--- src/rtl/tri_source_irq_pkg.sv ---
package tri_source_irq_pkg;
   localparam int unsigned NUM_SRC = 3;
   localparam int unsigned ADDR_W  = 3;

   typedef enum logic [ADDR_W-1:0] {
      A_ALM_SEC = 3'd0,
      A_ALM_MIN = 3'd1,
      A_ALM_HR  = 3'd2,
      A_CTRL    = 3'd3,
      A_STATUS  = 3'd4
   } reg_addr_e;

   localparam int unsigned SRC_ALARM = 0;
   localparam int unsigned SRC_RATE  = 1;
   localparam int unsigned SRC_PF    = 2;
endpackage

--- src/rtl/irq_alarm_cmp.sv ---
module irq_alarm_cmp #(
   parameter int unsigned FIELD_W = 8
) (
   input  logic               clk,
   input  logic               rst_n,
   input  logic [FIELD_W-1:0] now_sec,
   input  logic [FIELD_W-1:0] now_min,
   input  logic [FIELD_W-1:0] now_hr,
   input  logic [FIELD_W-1:0] set_sec,
   input  logic [FIELD_W-1:0] set_min,
   input  logic [FIELD_W-1:0] set_hr,
   output logic               hit
);
   logic match;
   logic match_q;

   assign match = (now_sec == set_sec) && (now_min == set_min) && (now_hr == set_hr);

   // starts "already matched" so a match present at reset release is not an event
   always_ff @(posedge clk or negedge rst_n) begin
      if (!rst_n) match_q <= 1'b1;
      else        match_q <= match;
   end

   assign hit = match & ~match_q;
endmodule

--- src/rtl/irq_rate_pick.sv ---
module irq_rate_pick #(
   parameter int unsigned NUM_RATES = 15,
   parameter int unsigned SEL_W     = 4
) (
   input  logic [SEL_W-1:0]     sel,
   input  logic [NUM_RATES-1:0] taps,
   output logic                 hit
);
   logic [NUM_RATES-1:0] gated;

   generate
      for (genvar i = 0; i < NUM_RATES; i++) begin : g_tap
         assign gated[i] = taps[i] & (sel == SEL_W'(i + 1));
      end
   endgenerate

   assign hit = |gated;
endmodule

--- src/rtl/irq_pf_edge.sv ---
module irq_pf_edge #(
   parameter int unsigned STAGES = 2
) (
   input  logic clk,
   input  logic rst_n,
   input  logic level,
   output logic hit
);
   logic [STAGES-1:0] sync_q;
   logic              last_q;

   generate
      if (STAGES == 1) begin : g_one
         always_ff @(posedge clk or negedge rst_n) begin
            if (!rst_n) sync_q <= '0;
            else        sync_q <= level;
         end
      end else begin : g_chain
         always_ff @(posedge clk or negedge rst_n) begin
            if (!rst_n) sync_q <= '0;
            else        sync_q <= {sync_q[STAGES-2:0], level};
         end
      end
   endgenerate

   always_ff @(posedge clk or negedge rst_n) begin
      if (!rst_n) last_q <= 1'b0;
      else        last_q <= sync_q[STAGES-1];
   end

   assign hit = sync_q[STAGES-1] & ~last_q;
endmodule

--- src/rtl/tri_source_irq.sv ---
module tri_source_irq
   import tri_source_irq_pkg::*;
#(
   parameter int unsigned FIELD_W     = 8,
   parameter int unsigned NUM_RATES   = 15,
   parameter int unsigned SYNC_STAGES = 2
) (
   input  logic                 clk,
   input  logic                 rst_n,
   input  logic [FIELD_W-1:0]   time_sec,
   input  logic [FIELD_W-1:0]   time_min,
   input  logic [FIELD_W-1:0]   time_hr,
   input  logic [NUM_RATES-1:0] rate_taps,
   input  logic                 pwr_fail,
   input  logic                 reg_wr,
   input  logic                 reg_rd,
   input  logic [2:0]           reg_addr,
   input  logic [FIELD_W-1:0]   reg_wdata,
   output logic [FIELD_W-1:0]   reg_rdata,
   output logic                 irq_pull
);
   localparam int unsigned SEL_W = $clog2(NUM_RATES + 1);

   generate
      if (FIELD_W < SEL_W + 2) begin : g_bad_width
         $error("FIELD_W too narrow for control register");
      end
      if (FIELD_W < NUM_SRC) begin : g_bad_status
         $error("FIELD_W too narrow for status register");
      end
      if (SYNC_STAGES < 1) begin : g_bad_sync
         $error("SYNC_STAGES must be at least 1");
      end
      if (NUM_RATES < 1) begin : g_bad_rates
         $error("NUM_RATES must be at least 1");
      end
   endgenerate

   logic [FIELD_W-1:0] alm_sec, alm_min, alm_hr;
   logic [SEL_W-1:0]   rate_sel;
   logic               alm_en, pf_en;
   logic [NUM_SRC-1:0] flags;
   logic [NUM_SRC-1:0] src_en;
   logic               alarm_hit, rate_hit, pf_hit;
   logic               status_clr;

   irq_alarm_cmp #(.FIELD_W(FIELD_W)) u_alarm (
      .clk(clk), .rst_n(rst_n),
      .now_sec(time_sec), .now_min(time_min), .now_hr(time_hr),
      .set_sec(alm_sec), .set_min(alm_min), .set_hr(alm_hr),
      .hit(alarm_hit)
   );

   irq_rate_pick #(.NUM_RATES(NUM_RATES), .SEL_W(SEL_W)) u_rate (
      .sel(rate_sel), .taps(rate_taps), .hit(rate_hit)
   );

   irq_pf_edge #(.STAGES(SYNC_STAGES)) u_pf (
      .clk(clk), .rst_n(rst_n), .level(pwr_fail), .hit(pf_hit)
   );

   // host writes
   always_ff @(posedge clk or negedge rst_n) begin
      if (!rst_n) begin
         alm_sec  <= '0;
         alm_min  <= '0;
         alm_hr   <= '0;
         rate_sel <= '0;
         alm_en   <= 1'b0;
         pf_en    <= 1'b0;
      end else if (reg_wr) begin
         case (reg_addr)
            A_ALM_SEC: alm_sec <= reg_wdata;
            A_ALM_MIN: alm_min <= reg_wdata;
            A_ALM_HR:  alm_hr  <= reg_wdata;
            A_CTRL: begin
               rate_sel <= reg_wdata[SEL_W-1:0];
               alm_en   <= reg_wdata[SEL_W];
               pf_en    <= reg_wdata[SEL_W+1];
            end
            default: ;
         endcase
      end
   end

   assign status_clr = reg_rd && (reg_addr == A_STATUS);

   // sticky flags: a new event outranks the clear
   logic [NUM_SRC-1:0] src_hit;
   assign src_hit[SRC_ALARM] = alarm_hit;
   assign src_hit[SRC_RATE]  = rate_hit;
   assign src_hit[SRC_PF]    = pf_hit;

   always_ff @(posedge clk or negedge rst_n) begin
      if (!rst_n) flags <= '0;
      else        flags <= src_hit | (flags & {NUM_SRC{~status_clr}});
   end

   assign src_en[SRC_ALARM] = alm_en;
   assign src_en[SRC_RATE]  = (rate_sel != '0);
   assign src_en[SRC_PF]    = pf_en;

   assign irq_pull = |(flags & src_en);

   // read mux
   always_comb begin
      reg_rdata = '0;
      case (reg_addr)
         A_ALM_SEC: reg_rdata = alm_sec;
         A_ALM_MIN: reg_rdata = alm_min;
         A_ALM_HR:  reg_rdata = alm_hr;
         A_CTRL: begin
            reg_rdata[SEL_W-1:0] = rate_sel;
            reg_rdata[SEL_W]     = alm_en;
            reg_rdata[SEL_W+1]   = pf_en;
         end
         A_STATUS:  reg_rdata[NUM_SRC-1:0] = flags;
         default:   reg_rdata = '0;
      endcase
   end
endmodule

--- config.mk ---
export PLATFORM = sky130hd
export DESIGN_NAME = tri_source_irq
export DESIGN_NICKNAME = d
export VERILOG_FILES = /design/src/rtl/tri_source_irq_pkg.sv /design/src/rtl/irq_alarm_cmp.sv /design/src/rtl/irq_rate_pick.sv /design/src/rtl/irq_pf_edge.sv /design/src/rtl/tri_source_irq.sv
export SDC_FILE = /design/constraint.sdc
export NUM_CORES = 1
export LEC_CHECK = 0
export ABC_AREA = 1
export BUFFER_PORTS_ARGS = -buffer_cell sky130_fd_sc_hd__clkbuf_2
export CAP_MARGIN = 25
export CORE_UTILIZATION = 56
export DETAILED_ROUTE_END_ITERATION = 10
export GPL_TIMING_DRIVEN = 0
export PLACE_DENSITY = 0.86
export SLEW_MARGIN = 25
export SYNTH_ARGS = -nofsm -noshare
export SYNTH_HDL_FRONTEND = slang
export SYNTH_SLANG_ARGS = --single-unit
--- constraint.sdc ---
create_clock -name clk -period 1.8 [get_ports clk]
set_input_delay 0.27 -clock clk [delete_from_list [all_inputs] [get_ports clk]]
set_output_delay 0.27 -clock clk [all_outputs]
set_load 0.005 [all_outputs]
Word-level counts from Yosys, hierarchy flattened
Index checks and enable logic that the tools add are counted.
{"block": "op_classes", "eq_ne": 22, "mux": 3, "n_reduce_logical": 11, "bitwise": 23}
{"op": "== test 4 bit, second input constant", "count": 8}
{"op": "== test 8 bit", "count": 3}
{"op": "bitwise AND 1 bit", "count": 17}
{"op": "== test 4 x 3 -> 1 bit, second input constant", "count": 4}
{"op": "case mux 3 bit (5 select lines)", "count": 1}
{"op": "OR reduction 15 bit", "count": 1}
{"op": "case mux 3 bit (4 select lines)", "count": 1}
{"op": "== test 4 x 2 -> 1 bit, second input constant", "count": 2}
{"op": "AND reduction 2 bit", "count": 4}
{"op": "bitwise AND 3 bit", "count": 2}
{"op": "== test 3 x 2 -> 1 bit, second input constant", "count": 2}
{"op": "case mux 2 bit (3 select lines)", "count": 1}
{"op": "== test 4 x 1 -> 1 bit, second input constant", "count": 1}
{"op": "nonzero test 4 bit", "count": 1}
{"op": "== test 3 x 1 -> 1 bit, second input constant", "count": 1}
{"op": "== test 3 bit, second input constant", "count": 1}
{"op": "logical AND 1 bit", "count": 3}
{"op": "logical NOT 3 bit", "count": 1}
{"op": "inverter 1 bit", "count": 3}
{"op": "OR 3 bit", "count": 1}
{"op": "OR reduction 3 bit", "count": 1}
{"block": "word_totals", "output_inout_bits": 9, "reg_bits": 37, "inputBits": 55, "wordCells": 69}

Longest topological paths before layout
{"block": "depth", "word_depth": 5, "ltp_mapped": 9}

Modules after synthesis
From an unflattened synthesis, not the netlist that was laid out.
{"block": "unflattened", "hier_cells": 406, "area_unflattened_um2": 2509.9}
{"module": "tri_source_irq", "seq_area_each_um2": 825.8, "area_per_inst_um2": 1690.4, "cells_per_inst": 225, "instances": 1}
{"module": "irq_alarm_cmp", "seq_area_each_um2": 26.3, "area_per_inst_um2": 514.2, "cells_per_inst": 128, "instances": 1}
{"module": "irq_rate_pick", "seq_area_each_um2": 0.0, "area_per_inst_um2": 220.2, "cells_per_inst": 48, "instances": 1}
{"module": "irq_pf_edge", "seq_area_each_um2": 75.1, "area_per_inst_um2": 85.1, "cells_per_inst": 5, "instances": 1}

Least setup slack after synthesis
Ideal clock, no wire load.
{"block": "synth_timing", "path_type": "register -> output", "start": "register rate_sel[3]", "end": "output irq_pull", "stages_incl_launch_ff": 5, "required_time_ns": 1.530, "n_path_buf": 1, "setup_slack_ns": 0.577, "t_arrival_ns": 0.953, "cell_sequence": "dfrtp_1 -> buf_2 -> nor2_1 -> a21boi_0 -> a221o_1"}
{"block": "synth_via", "elab_chain_cells": 3}
{"item": "start, declared", "line": "tri_source_irq.sv:40", "rtl": "logic [SEL_W-1:0] rate_sel;"}
{"item": "start signal, assigned", "line": "tri_source_irq.sv:77", "rtl": "rate_sel <= reg_wdata[SEL_W-1:0];"}
{"item": "nonzero test 4 bit", "line": "tri_source_irq.sv:100", "rtl": "assign src_en[SRC_RATE] = (rate_sel != '0);"}
{"item": "bitwise AND 3 bit", "line": "tri_source_irq.sv:103", "rtl": "assign irq_pull = |(flags & src_en);"}
{"item": "OR reduction 3 bit", "line": "tri_source_irq.sv:103"}
{"item": "end, declared", "line": "tri_source_irq.sv:20", "rtl": "output logic irq_pull"}
Every way passes these cells.

Final worst setup path
Ends and elaborated chain as after synthesis.

==> impl_metrics.tcl <==
set metrics [dict create \
    status "finished, final reports clean" \
    cts_tree "built" \
    nFillCells 315 \
    grt_usage_pct 28.4 \
    p_per_area_nw_per_um2 882 \
    yosysSeqAreaShare_pct 41.5 \
    cp-end-kind "output port" \
    wl_mm 5.24 \
    dieArea_um2 4240 \
    ios 64 \
    final_layout_size_suffix_gt1_share_pct 33.2 \
    yosys_warnings 0 \
    yosysUniqueCellTypes 31 \
    cts_resized 0 \
    crit_arrival_ns 1.44 \
    num_antenna_cells 0 \
    htree_levels 2 \
    synth_nets 336 \
    path_class "flop to output port" \
    fin_crit_sh_pct 95.2 \
    grt_pass1_wl_mm 8.85 \
    max_cap_viol_count 0 \
    power_mw 2.39 \
    rsz0062_at_grt "false" \
    die_height_um 65.1 \
    fin_crit_ns 1.71 \
    clock_skew_ns 0.00670 \
    crit_path_max_incr_delay_ns 0.35 \
    critical-path-top-delay-family "compound AO/OA/AOI/OAI gates" \
    via_per_inst 5.11 \
    nNetsFinal 406 \
    route.detailed.drc 0 \
    io_buffers 63 \
    post_cts_buffers 0 \
    syn_inst 281 \
    fp.coreArea_um2 3740 \
    irDropWorstVdd_uv 563 \
    synthesis.area_um2 2230 \
    via_count 2044 \
    grt-ovfl-total 0 \
    r2r-end "flags[0]" \
    cts.sinks 37 \
    reg2reg_slack_ns 0.54 \
    start_util_pct 59.6 \
    hpwlAfterDp_mm 4.03 \
    crit_cells 5 \
    avgSynthCellArea_um2 7.94 \
    relSlewSlack_pct 39.9 \
    layout_commonest_cell "nand2_1" \
    dr.pass1.iters 4 \
    yosysTopAreaCell "dfrtp_1" \
    fmax_mhz 583 \
    die_x_um 65.1 \
    synth_edf_count 0 \
    synth_top_area_share_pct 40.4 \
    hold_path.class "input port to asynchronous set/reset pin" \
    hold_buffers 0 \
    required_ns 1.53 \
    tightestPinTransition_ns 0.901 \
    ys.flop_type "dfrtp_1" \
    place.gp.congestion 0.837 \
    hold_viol_final 0 \
    clk_path_buf_depth 2 \
    cts_buffers 5 \
    clk_pin_slew_ns 0.07 \
    first_global_vias 2016 \
    crit_chain "buf_2, nor2_1, a21boi_0, a221o_1, clkbuf_2" \
    grt_max_degree 38 \
    fin_util_pct 72.4 \
    setup_viol 0 \
    timing.rr.start "alm_min[1]" \
    root_buffer "clkbuf_8" \
    start_kind "flop" \
    critPathMaxFanout 8 \
    ant_nets 0 \
    routedWlPerCell_um 13.1 \
    drtIter0Drc 107 \
    yosys_register_bits 37 \
    clk_latency_ns 0.29 \
    critPathSlowestCell "dfrtp_1" \
    yosys-top-cells-area "dfrtp_1 (40%), nand2_1 (18%), o21ai_2 (10%)" \
    timing.final.max_slew_violations 0 \
    synthToLayoutAreaGrowth_pct 21.4 \
    async_flop_share_pct 100 \
    rows 22 \
    antenna_found_initial 0 \
    r2r_cells 6 \
    setup_tns_ns 0 \
    final_cell_mix "nand2_1 (105), clkbuf_2 (63), dfrtp_1 (36)" \
    crit_buf_inv 2 \
    power.leakage_nw 1.44 \
]
==> logic make-up after synthesis <==
group / count (synthesis) / synth area share [%]
DFF: 37 / 41.5
buffers and inverters: 40 / 8.63
AOI/OAI and AO/OA: 45 / 15.9
xor gates and xnor gates: 18 / 7.06
and+or+nand+nor: 141 / 26.9
==> per-stage QoR <==
| stage | cells | hold WS [ns] | cell area [µm²] | setup WS (ns) |
|---|---|---|---|---|
| 2_1_floorplan | 281 | -0.0256 | 2230 | 0.577 |
| 3_3_place_gp | 392 | 0.335 | 2610 | 0.328 |
| 3_5_place_dp | 392 | 0.335 | 2610 | 0.291 |
| 4_1_cts | 400 | 0.0906 | 2710 | 0.0941 |
| 5_1_grt | 400 | 0.0846 | 2710 | 0.00513 |
| 6_report | 400 | 0.0875 | 2710 | 0.0858 |
==> synth_stat cells (all sizes together) (2+ instances only) <==
| cell type | number |
|---|---|
| nand2 | 110 |
| dfrtp | 36 |
| inv | 35 |
| o21ai | 33 |
| nor2 | 14 |
| xnor2 | 14 |
| nand3 | 12 |
| buf | 5 |
| xor2 | 4 |
| nand4 | 3 |
| o2111ai | 3 |
| a21oi | 2 |
| o211ai | 2 |
==> where the power goes <==
| part | internal [mW] | leakage, nW | switching (mW) |
|---|---|---|---|
| sequential | 0.969 | 0.456 | 0.137 |
| combinational | 0.295 | 0.927 | 0.347 |
| clock | 0.346 | 0.0542 | 0.295 |
| total | 1.61 | 1.44 | 0.779 |
==> worst max-delay path by stage <==
stage / from / slack [ns] / end
floorplan: rate_sel[3] / 0.58 / irq_pull
global route: rate_sel[3] / 0.005 / irq_pull
finish: rate_sel[3] / 0.09 / irq_pull
detailed placement: reg_addr[0] / 0.29 / reg_rdata[0]
CTS: rate_sel[3] / 0.09 / irq_pull
global placement: reg_addr[0] / 0.33 / reg_rdata[0]
==> worst register-to-register path, stage by stage (launching register included) <==
cell and delay, ns:
dfrtp_1 0.41, xor2_1 0.17, nor2_1 0.19, nand2_1 0.10, nor2_1 0.17, nand3_1 0.11, nand2_1 0.07
==> routing by layer <==
layer | track usage, % | share of wire, %
met5 | 0 | 0
met4 | 8.15 | 1.1
met3 | 7.47 | 7.2
met2 | 49.1 | 48
met1 | 34.8 | 43
==> flip-flops by register name, summed over array words and instances (netlist names) <==
signal	flops
alm_en	1
alm_hr	8
alm_min	8
alm_sec	8
flags	3
pf_en	1
rate_sel	4
u_alarm.match_q	1
u_pf.last_q	1
u_pf.sync_q	2
==> final cells by class <==
cell class,count,area [µm²],share of cell area [%]
Clock buffer,7,96.3,3.56
Inverter,35,139,5.13
Sequential cell,37,927,34.2
Tap cell,48,60.1,2.22
Timing Repair Buffer,63,315,11.6
Clock inverter,1,5.00,0.185
Buffer,5,53.8,1.99
Multi-Input combinational cell,204,1110,41.1
No activity file was read; power rests on OpenSTA's default activity.
